<file path="config.mk">
export PLATFORM = sky130hd
export DESIGN_NAME = tmr_clk_sel
export DESIGN_NICKNAME = d
export VERILOG_FILES = /design/src/rtl/tcs_pkg.sv /design/src/rtl/tcs_sync_edge.sv /design/src/rtl/tcs_cfg_reg.sv /design/src/rtl/tcs_prescaler.sv /design/src/rtl/tmr_clk_sel.sv
export SDC_FILE = /design/constraint.sdc
export NUM_CORES = 1
export LEC_CHECK = 0
export ABC_AREA = 1
export BUFFER_PORTS_ARGS = -buffer_cell sky130_fd_sc_hd__clkbuf_2
export CAP_MARGIN = 25
export CORE_MARGIN = 3
export CORE_UTILIZATION = 49
export DETAILED_ROUTE_END_ITERATION = 16
export MAX_ROUTING_LAYER = met4
export PLACE_DENSITY = 0.76
export SLEW_MARGIN = 20
export SYNTH_ARGS = -nofsm -noshare
export SYNTH_HDL_FRONTEND = slang
export SYNTH_SLANG_ARGS = --single-unit
</file>
<file path="constraint.sdc">
create_clock -name clk -period 1.6 [get_ports clk]
set_clock_uncertainty 0.1 [all_clocks]
set_input_delay 0.16 -clock clk [delete_from_list [all_inputs] [get_ports clk]]
set_output_delay 0.16 -clock clk [all_outputs]
set_load 0.01 [all_outputs]
</file>
<file path="src/rtl/tcs_pkg.sv">
package tcs_pkg;

    typedef enum logic [1:0] {
        PS_DIV_A   = 2'b00,
        PS_DIV_B   = 2'b01,
        PS_DIV_C   = 2'b10,
        PS_EXT_DIV = 2'b11
    } ps_code_e;

    typedef struct packed {
        logic     fast1;
        logic     fast0;
        ps_code_e code;
    } tcs_cfg_t;

    localparam logic [7:0] CFG_RW_MASK = 8'h1B;

    function automatic tcs_cfg_t unpack_cfg(input logic [7:0] b);
        tcs_cfg_t c;
        c.fast1 = b[4];
        c.fast0 = b[3];
        c.code  = ps_code_e'(b[1:0]);
        return c;
    endfunction

    function automatic logic [7:0] pack_cfg(input tcs_cfg_t c);
        return {3'b000, c.fast1, c.fast0, 1'b0, c.code};
    endfunction

    function automatic int unsigned ratio_of(input ps_code_e code,
                                             input int unsigned ra,
                                             input int unsigned rb,
                                             input int unsigned rc,
                                             input int unsigned re);
        case (code)
            PS_DIV_A: return ra;
            PS_DIV_B: return rb;
            PS_DIV_C: return rc;
            default:  return re;
        endcase
    endfunction

endpackage

</file>
<file path="src/rtl/tcs_sync_edge.sv">
module tcs_sync_edge #(
    parameter int STAGES = 2
) (
    input  logic clk,
    input  logic rst,
    input  logic async_in,
    output logic rise
);
    logic [STAGES-1:0] chain;
    logic              last;

    always_ff @(posedge clk) begin
        if (rst) chain[0] <= 1'b0;
        else     chain[0] <= async_in;
    end

    genvar g;
    generate
        for (g = 1; g < STAGES; g++) begin : g_stage
            always_ff @(posedge clk) begin
                if (rst) chain[g] <= 1'b0;
                else     chain[g] <= chain[g-1];
            end
        end
    endgenerate

    always_ff @(posedge clk) begin
        if (rst) last <= 1'b0;
        else     last <= chain[STAGES-1];
    end

    assign rise = chain[STAGES-1] & ~last;
endmodule

</file>
<file path="src/rtl/tcs_cfg_reg.sv">
module tcs_cfg_reg
    import tcs_pkg::*;
(
    input  logic       clk,
    input  logic       rst,
    input  logic       wr_en,
    input  logic [7:0] wr_data,
    output tcs_cfg_t   cfg,
    output logic [7:0] rd_data
);
    tcs_cfg_t cfg_q;

    always_ff @(posedge clk) begin
        if (rst)        cfg_q <= unpack_cfg(8'h00);
        else if (wr_en) cfg_q <= unpack_cfg(wr_data & CFG_RW_MASK);
    end

    assign cfg     = cfg_q;
    assign rd_data = pack_cfg(cfg_q);
endmodule

</file>
<file path="src/rtl/tcs_prescaler.sv">
module tcs_prescaler
    import tcs_pkg::*;
#(
    parameter int RATIO_A   = 12,
    parameter int RATIO_B   = 4,
    parameter int RATIO_C   = 48,
    parameter int RATIO_EXT = 8
) (
    input  logic     clk,
    input  logic     rst,
    input  ps_code_e code,
    input  logic     ext_rise,
    output logic     pulse
);
    localparam int MAX_AB = (RATIO_A > RATIO_B) ? RATIO_A : RATIO_B;
    localparam int MAX_CE = (RATIO_C > RATIO_EXT) ? RATIO_C : RATIO_EXT;
    localparam int MAX_R  = (MAX_AB > MAX_CE) ? MAX_AB : MAX_CE;
    localparam int CNT_W  = (MAX_R > 2) ? $clog2(MAX_R) : 1;

    ps_code_e           active;
    logic [CNT_W-1:0]   cnt;
    logic [CNT_W-1:0]   last_val;
    logic               step;
    logic               wrap;
    logic               changed;

    assign changed  = (code != active);
    assign step     = (active == PS_EXT_DIV) ? ext_rise : 1'b1;
    assign last_val = CNT_W'(ratio_of(active, RATIO_A, RATIO_B, RATIO_C, RATIO_EXT) - 1);
    assign wrap     = step && (cnt == last_val);

    always_ff @(posedge clk) begin
        if (rst) begin
            active <= PS_DIV_A;
            cnt    <= '0;
        end else if (changed) begin
            active <= code;
            cnt    <= '0;
        end else if (step) begin
            cnt <= wrap ? '0 : cnt + 1'b1;
        end
    end

    assign pulse = wrap && !changed;
endmodule

</file>
<file path="src/rtl/tmr_clk_sel.sv">
module tmr_clk_sel
    import tcs_pkg::*;
#(
    parameter int RATIO_A     = 12,
    parameter int RATIO_B     = 4,
    parameter int RATIO_C     = 48,
    parameter int RATIO_EXT   = 8,
    parameter int SYNC_STAGES = 2,
    parameter int N_TMR       = 2
) (
    input  logic             clk,
    input  logic             rst,
    input  logic             cfg_wr_en,
    input  logic [7:0]       cfg_wr_data,
    output logic [7:0]       cfg_rd_data,
    input  logic             ext_clk_in,
    input  logic [N_TMR-1:0] tmr_cnt_mode,
    input  logic [N_TMR-1:0] tmr_evt_in,
    output logic [N_TMR-1:0] tmr_tick
);
    tcs_cfg_t          cfg;
    logic              ext_rise;
    logic              ps_pulse;
    logic [N_TMR-1:0]  evt_rise;
    logic [N_TMR-1:0]  fast_sel;

    tcs_cfg_reg u_cfg (
        .clk     (clk),
        .rst     (rst),
        .wr_en   (cfg_wr_en),
        .wr_data (cfg_wr_data),
        .cfg     (cfg),
        .rd_data (cfg_rd_data)
    );

    tcs_sync_edge #(.STAGES(SYNC_STAGES)) u_ext_sync (
        .clk      (clk),
        .rst      (rst),
        .async_in (ext_clk_in),
        .rise     (ext_rise)
    );

    tcs_prescaler #(
        .RATIO_A   (RATIO_A),
        .RATIO_B   (RATIO_B),
        .RATIO_C   (RATIO_C),
        .RATIO_EXT (RATIO_EXT)
    ) u_ps (
        .clk      (clk),
        .rst      (rst),
        .code     (cfg.code),
        .ext_rise (ext_rise),
        .pulse    (ps_pulse)
    );

    always_comb begin
        fast_sel    = '0;
        fast_sel[0] = cfg.fast0;
        if (N_TMR > 1) fast_sel[N_TMR-1] = cfg.fast1;
    end

    genvar t;
    generate
        for (t = 0; t < N_TMR; t++) begin : g_tmr
            tcs_sync_edge #(.STAGES(SYNC_STAGES)) u_evt_sync (
                .clk      (clk),
                .rst      (rst),
                .async_in (tmr_evt_in[t]),
                .rise     (evt_rise[t])
            );

            always_comb begin
                if (tmr_cnt_mode[t])  tmr_tick[t] = evt_rise[t];
                else if (fast_sel[t]) tmr_tick[t] = 1'b1;
                else                  tmr_tick[t] = ps_pulse;
            end
        end
    endgenerate
endmodule

</file>
After elaboration in Yosys (flattened, before gate mapping)

Index checks and enable logic that the tools add are counted.
Widths: inputs -> output; s select.

Muxes and demuxes: 7
Eq/ne operators: 5
$add $sub $neg: 2
Bitwise logic cells: 6
Reduce and logical (&&, ||, !) cells: 5

Operators by type and width:

| kind                | count |
|---|---|
| $pmux 6 s3          | 1 |
| $add 6x1->6 const B | 1 |
| $eq 6x6->1          | 1 |
| $mux 6              | 1 |
| $sub 6x1->6 const B | 1 |
| $mux 1              | 5 |
| $eq 2x2->1 const B  | 2 |
| $and 1x1->1         | 3 |
| $not 1->1           | 3 |
| $eq 2x1->1 const B  | 1 |
| $logic_and 1x1->1   | 2 |
| $logic_not 2->1     | 1 |
| $ne 2x2->1          | 1 |
| $reduce_or 2->1     | 1 |
| $logic_not 1->1     | 1 |

Logic and storage cells: 39
Output and inout port bits: 10
Register bits: 21

Longest topological paths before layout

Word-level depth: 8
Mapped depth: 8
Mapped depth without buffers: 8

By module

A second synthesis with hierarchy kept.

Cell total of the unflattened synthesis: 143
Area total of the unflattened synthesis: 987.2 um^2

Modules (own cells, without submodules):

| module        | seq. area each (um^2) | instances | cells an instance | area an instance (um^2) |
|---|---|---|---|---|
| tcs_prescaler | 160.2                 | 1         | 70                | 459.2 |
| tcs_sync_edge | 60.1                  | 3         | 10                | 86.3 |
| tcs_cfg_reg   | 80.1                  | 1         | 35                | 236.5 |
| tmr_clk_sel   | 0.0                   | 1         | 8                 | 32.5 |

Worst setup path before layout

OpenSTA, ideal clock, no wires.

Path type: reg-to-output
From: register u_ps.cnt[1]
To: output tmr_tick[0]
Path slack: 0.317 ns
Buffers on the path: 0
Arrival time: 1.023 ns
Cell stages (with the launch flop): 6
Cell sequence: dfxtp_1 > ha_1 > nand3_1 > nor2_2 > nand3_1 > a21oi_1

Longest elaborated chain between the ends: 5

RTL lines:

| element                | RTL line            | RTL |
|---|---|---|
| start, declared        | tcs_prescaler.sv:21 | `logic [CNT_W-1:0] cnt;` |
| start signal, assigned | tcs_prescaler.sv:40 | `cnt <= wrap ? '0 : cnt + 1'b1;` |
| $eq 6x6->1             | tcs_prescaler.sv:30 | `assign wrap = step && (cnt == last_val);` |
| $logic_and 1x1->1      | tcs_prescaler.sv:30 |  |
| $logic_and 1x1->1      | tcs_prescaler.sv:44 | `assign pulse = wrap && !changed;` |
| $mux 1                 | tmr_clk_sel.sv:74   | `else if (fast_sel[t]) tmr_tick[t] = 1'b1;` |
| $mux 1                 | tmr_clk_sel.sv:73   | `if (tmr_cnt_mode[t]) tmr_tick[t] = evt_rise[t];` |
| end, declared          | tmr_clk_sel.sv:19   | `output logic [N_TMR-1:0] tmr_tick` |

No other way between the ends.

Final worst setup path

From: register u_ps.active[0]
To: output tmr_tick[1]

Longest elaborated chain between the ends: 8

RTL lines:

| element                            | RTL line            | RTL |
|---|---|---|
| start, declared                    | tcs_prescaler.sv:20 | `ps_code_e active;` |
| start signal, assigned             | tcs_prescaler.sv:37 | `active <= code;` |
| $eq 2x2->1 (tied with other cells) | tcs_pkg.sv:35       | `case (code)` |
| $pmux 6 s3                         | tcs_pkg.sv:35       |  |
| $sub 6x1->6                        | tcs_prescaler.sv:29 | `assign last_val = CNT_W'(ratio_of(active, RATIO_A, RATIO_B, RATIO_C, RATIO_EXT) - 1);` |
| $eq 6x6->1                         | tcs_prescaler.sv:30 |  |
| $logic_and 1x1->1                  | tcs_prescaler.sv:30 |  |
| $logic_and 1x1->1 (*)              | tcs_prescaler.sv:44 |  |
| $mux 1 (*)                         | tmr_clk_sel.sv:74   |  |
| $mux 1 (*)                         | tmr_clk_sel.sv:73   |  |

Mark *: on every way between the ends. The rest lies on a longest branch, timed or not.

==> results.sh <==
export IMPL_cts_sinks=21
export IMPL_synth_ff_type="dfxtp_1"
export IMPL_gp_congestion=0.736
export IMPL_overflow=0
export IMPL_max_stage_delay_ps=390
export IMPL_num_antenna_cells=0
export IMPL_grt_pass1_vias=754
export IMPL_path_common_cell="nand2_1"
export IMPL_status="finished with violations"
export IMPL_cp_required_ps=1340
export IMPL_wl_um=1820
export IMPL_synth_cell_types=25
export IMPL_fp_coreArea_um2=1760
export IMPL_synth_warnings=0
export IMPL_routed_via_density=4.57
export IMPL_synthArstFlopShare=0
export IMPL_initial_core_util=0.526
export IMPL_p_leak_nw=0.543
export IMPL_ys_ff_latch=21
export IMPL_cts_tree="yes"
export IMPL_wl_per_cell_um=10.1
export IMPL_critPathTopFamily="simple AND/OR/NAND/NOR gates"
export IMPL_vias=828
export IMPL_r2r_end="u_ps.cnt[4]"
export IMPL_hold_viol=0
export IMPL_pre_cts_slack_ps=171
export IMPL_crit_fanout=4
export IMPL_worstPathArrival_ps=1450
export IMPL_yosysMostFrequentCell="nand2_1"
export IMPL_chipHeight_um=49.5
export IMPL_min_period_ps=1710
export IMPL_clk_pin_slew_worst_paths_ps=120
export IMPL_io_pins=26
export IMPL_hpwlAfterDp_um=1180
export IMPL_syn_to_final_growth_pct=29.9
export IMPL_p_per_area_nw_per_um2=794
export IMPL_maxSlewViolCount=0
export IMPL_io_buffers=17
export IMPL_rsz0062_at_grt="true"
export IMPL_cts_made_buffers=3
export IMPL_placementRows=15
export IMPL_path_buf_inv=2
export IMPL_violations="setup timing"
export IMPL_fmax_ghz=0.586
export IMPL_path_cells="inv_4, nand2_1, nand2_1, nand2_1, nor2_2, nand3_2, a21oi_2, buf_2"
export IMPL_hp_start="cfg_wr_en"
export IMPL_seq_area_frac_synth=0.453
export IMPL_die_w_um=49.5
export IMPL_setup_violations=2
export IMPL_htree_levels=1
export IMPL_antenna_found_initial=0
export IMPL_utilization=0.684
export IMPL_nets=174
export IMPL_startpoint="u_ps.active[0]"
export IMPL_setup_slack_ps=-107
export IMPL_synth_edf_count=0
export IMPL_drive_above_1_share=0.346
export IMPL_crit_type="flip-flop to output port"
export IMPL_whs_endpoint="u_cfg.cfg[3]"
export IMPL_track_usage=0.174
export IMPL_cp_end_kind="output port"
export IMPL_synth_common_cells="nand2_1, dfxtp_1, nor2_1"
export IMPL_postSynthAreaPerCell_um2=7.31
export IMPL_layout_worst_path_cycle_share=1.07
export IMPL_dr_pass1_iters=4
export IMPL_hold_class="input pin to flip-flop"
export IMPL_dieArea_um2=2450
export IMPL_ys_top_cells_by_area="dfxtp_1, nand2_1, nor2_1"
export IMPL_clkLatencyLatePin_ps=300
export IMPL_start_kind="flip-flop"
export IMPL_clockBufferDepth=2
export IMPL_synth_top_cell_by_area="dfxtp_1"
export IMPL_regToRegStartpoint="u_ps.active[0]"
export IMPL_root_buffer="clkbuf_4"
export IMPL_ant_nets=0
export IMPL_yosysTopAreaCellShare=0.453
export IMPL_syn_inst=127
export IMPL_placed_cells=166
export IMPL_max_cap_violations=0
export IMPL_grt_max_degree=17
export IMPL_p_total_uw=958
export IMPL_ir_worst_vdd_mv=0.766
export IMPL_drc=0
export IMPL_instances_no_fill=181
export IMPL_syn_cell_area_um2=928
export IMPL_r2r_slack_ps=190
export IMPL_hold_depth=3
export IMPL_r2r_cells=10
export IMPL_drt_iter0_markers=5
export IMPL_grt_pass1_wl_um=3170
export IMPL_crit_slowest_cell="dfxtp_4"
[power breakdown]
group	internal, mW	switching, mW
clock network	0.0933	0.161
registers	0.545	0.0167
logic	0.0649	0.0767
[metal layers]
layer / vias to the layer above / global-route usage / wire length (um)
met3: 4 / 0.0363 / 65
met1: 375 / 0.177 / 742
li1: 435 / - / -
met5: - / - / 0
met4: 0 / 0.0829 / 31
met2: 14 / 0.315 / 984
[kinds of logic after synthesis]
family	count (synthesis)	share of synthesized area
other cells	1	0.00404
compound gates	13	0.0889
flops	21	0.453
fa+ha+maj	1	0.0135
simple gates	61	0.290
buf+inv	28	0.132
xor+xnor	2	0.0189
[layout by cell type, fill, tap and decap left out]
cell / count
conb_1: 4
nor2_1: 20
nand3_2: 2
inv_1: 18
nor2_4: 1
nor3_4: 1
clkbuf_4: 3
dfxtp_4: 2
xor2_1: 2
clkbuf_2: 15
buf_4: 5
dlygate4sd3_1: 6
a21oi_2: 3
o21ai_1: 1
clkinv_4: 1
inv_4: 1
nand2_1: 25
nand2_2: 4
ha_4: 1
o21ai_0: 1
o21ai_2: 1
nand2_4: 1
buf_2: 2
dfxtp_2: 6
o21a_1: 2
a21oi_1: 3
inv_2: 2
nand3_1: 4
dfxtp_1: 13
nand4_1: 1
a211oi_1: 2
nor2_2: 2
clkinv_2: 1
[area by class of cell]
type,instances,area [um2]
Sequential cell,21,435
Multi-Input combinational cell,81,439
Fill cell,170,558
Clock buffer,3,22.5
Clock inverter,1,5.00
Inverter,22,90.1
Timing Repair Buffer,28,183
Tap cell,25,31.3
[sequential cells by signal, indices dropped and copies added, names as in the netlist]
register,count
u_ps.cnt,6
u_cfg.cfg,4
g_tmr.u_evt_sync.chain,4
g_tmr.u_evt_sync.last,2
u_ext_sync.chain,2
u_ps.active,2
u_ext_sync.last,1
[stage by stage]
| step | hold WS, ps | setup TNS [ps] | cell area, um2 |
|---|---|---|---|
| 2_1_floorplan | 167 | 0 | 940 |
| 3_3_place_gp | 253 | 0 | 1020 |
| 3_5_place_dp | 258 | 0 | 1020 |
| 4_1_cts | 3.28 | -134 | 1190 |
| 5_1_grt | 11.4 | -388 | 1210 |
| 6_report | 8.66 | -189 | 1210 |
[worst reg2reg max path: stages (launching register included)]
cell     delay [ps]
dfxtp_4         390
inv_4            60
nand2_1          40
nand2_1          50
nand2_1          60
nor2_2          140
buf_4           120
buf_4            90
nand2_1          70
nand2_2         130
nor2_2           60
[repair_timing]
action,in CTS,in global routing
hold buffers,6,0
hold endpoints to repair,5,0
pin swaps,3,3
gates resized for setup,20,5
endpoints found under the setup margin,2,2
buffers inserted,4,1
[worst max-delay path by stage]
stage                              to  depth (start not counted)
final                     tmr_tick[1]                          8
after CTS                 tmr_tick[1]                          7
after floorplan           tmr_tick[0]                          5
after global routing      tmr_tick[1]                          8
after global placement    tmr_tick[0]                          6
after detailed placement  tmr_tick[1]                          6
Note: power is estimated with default switching activity, not from simulation.
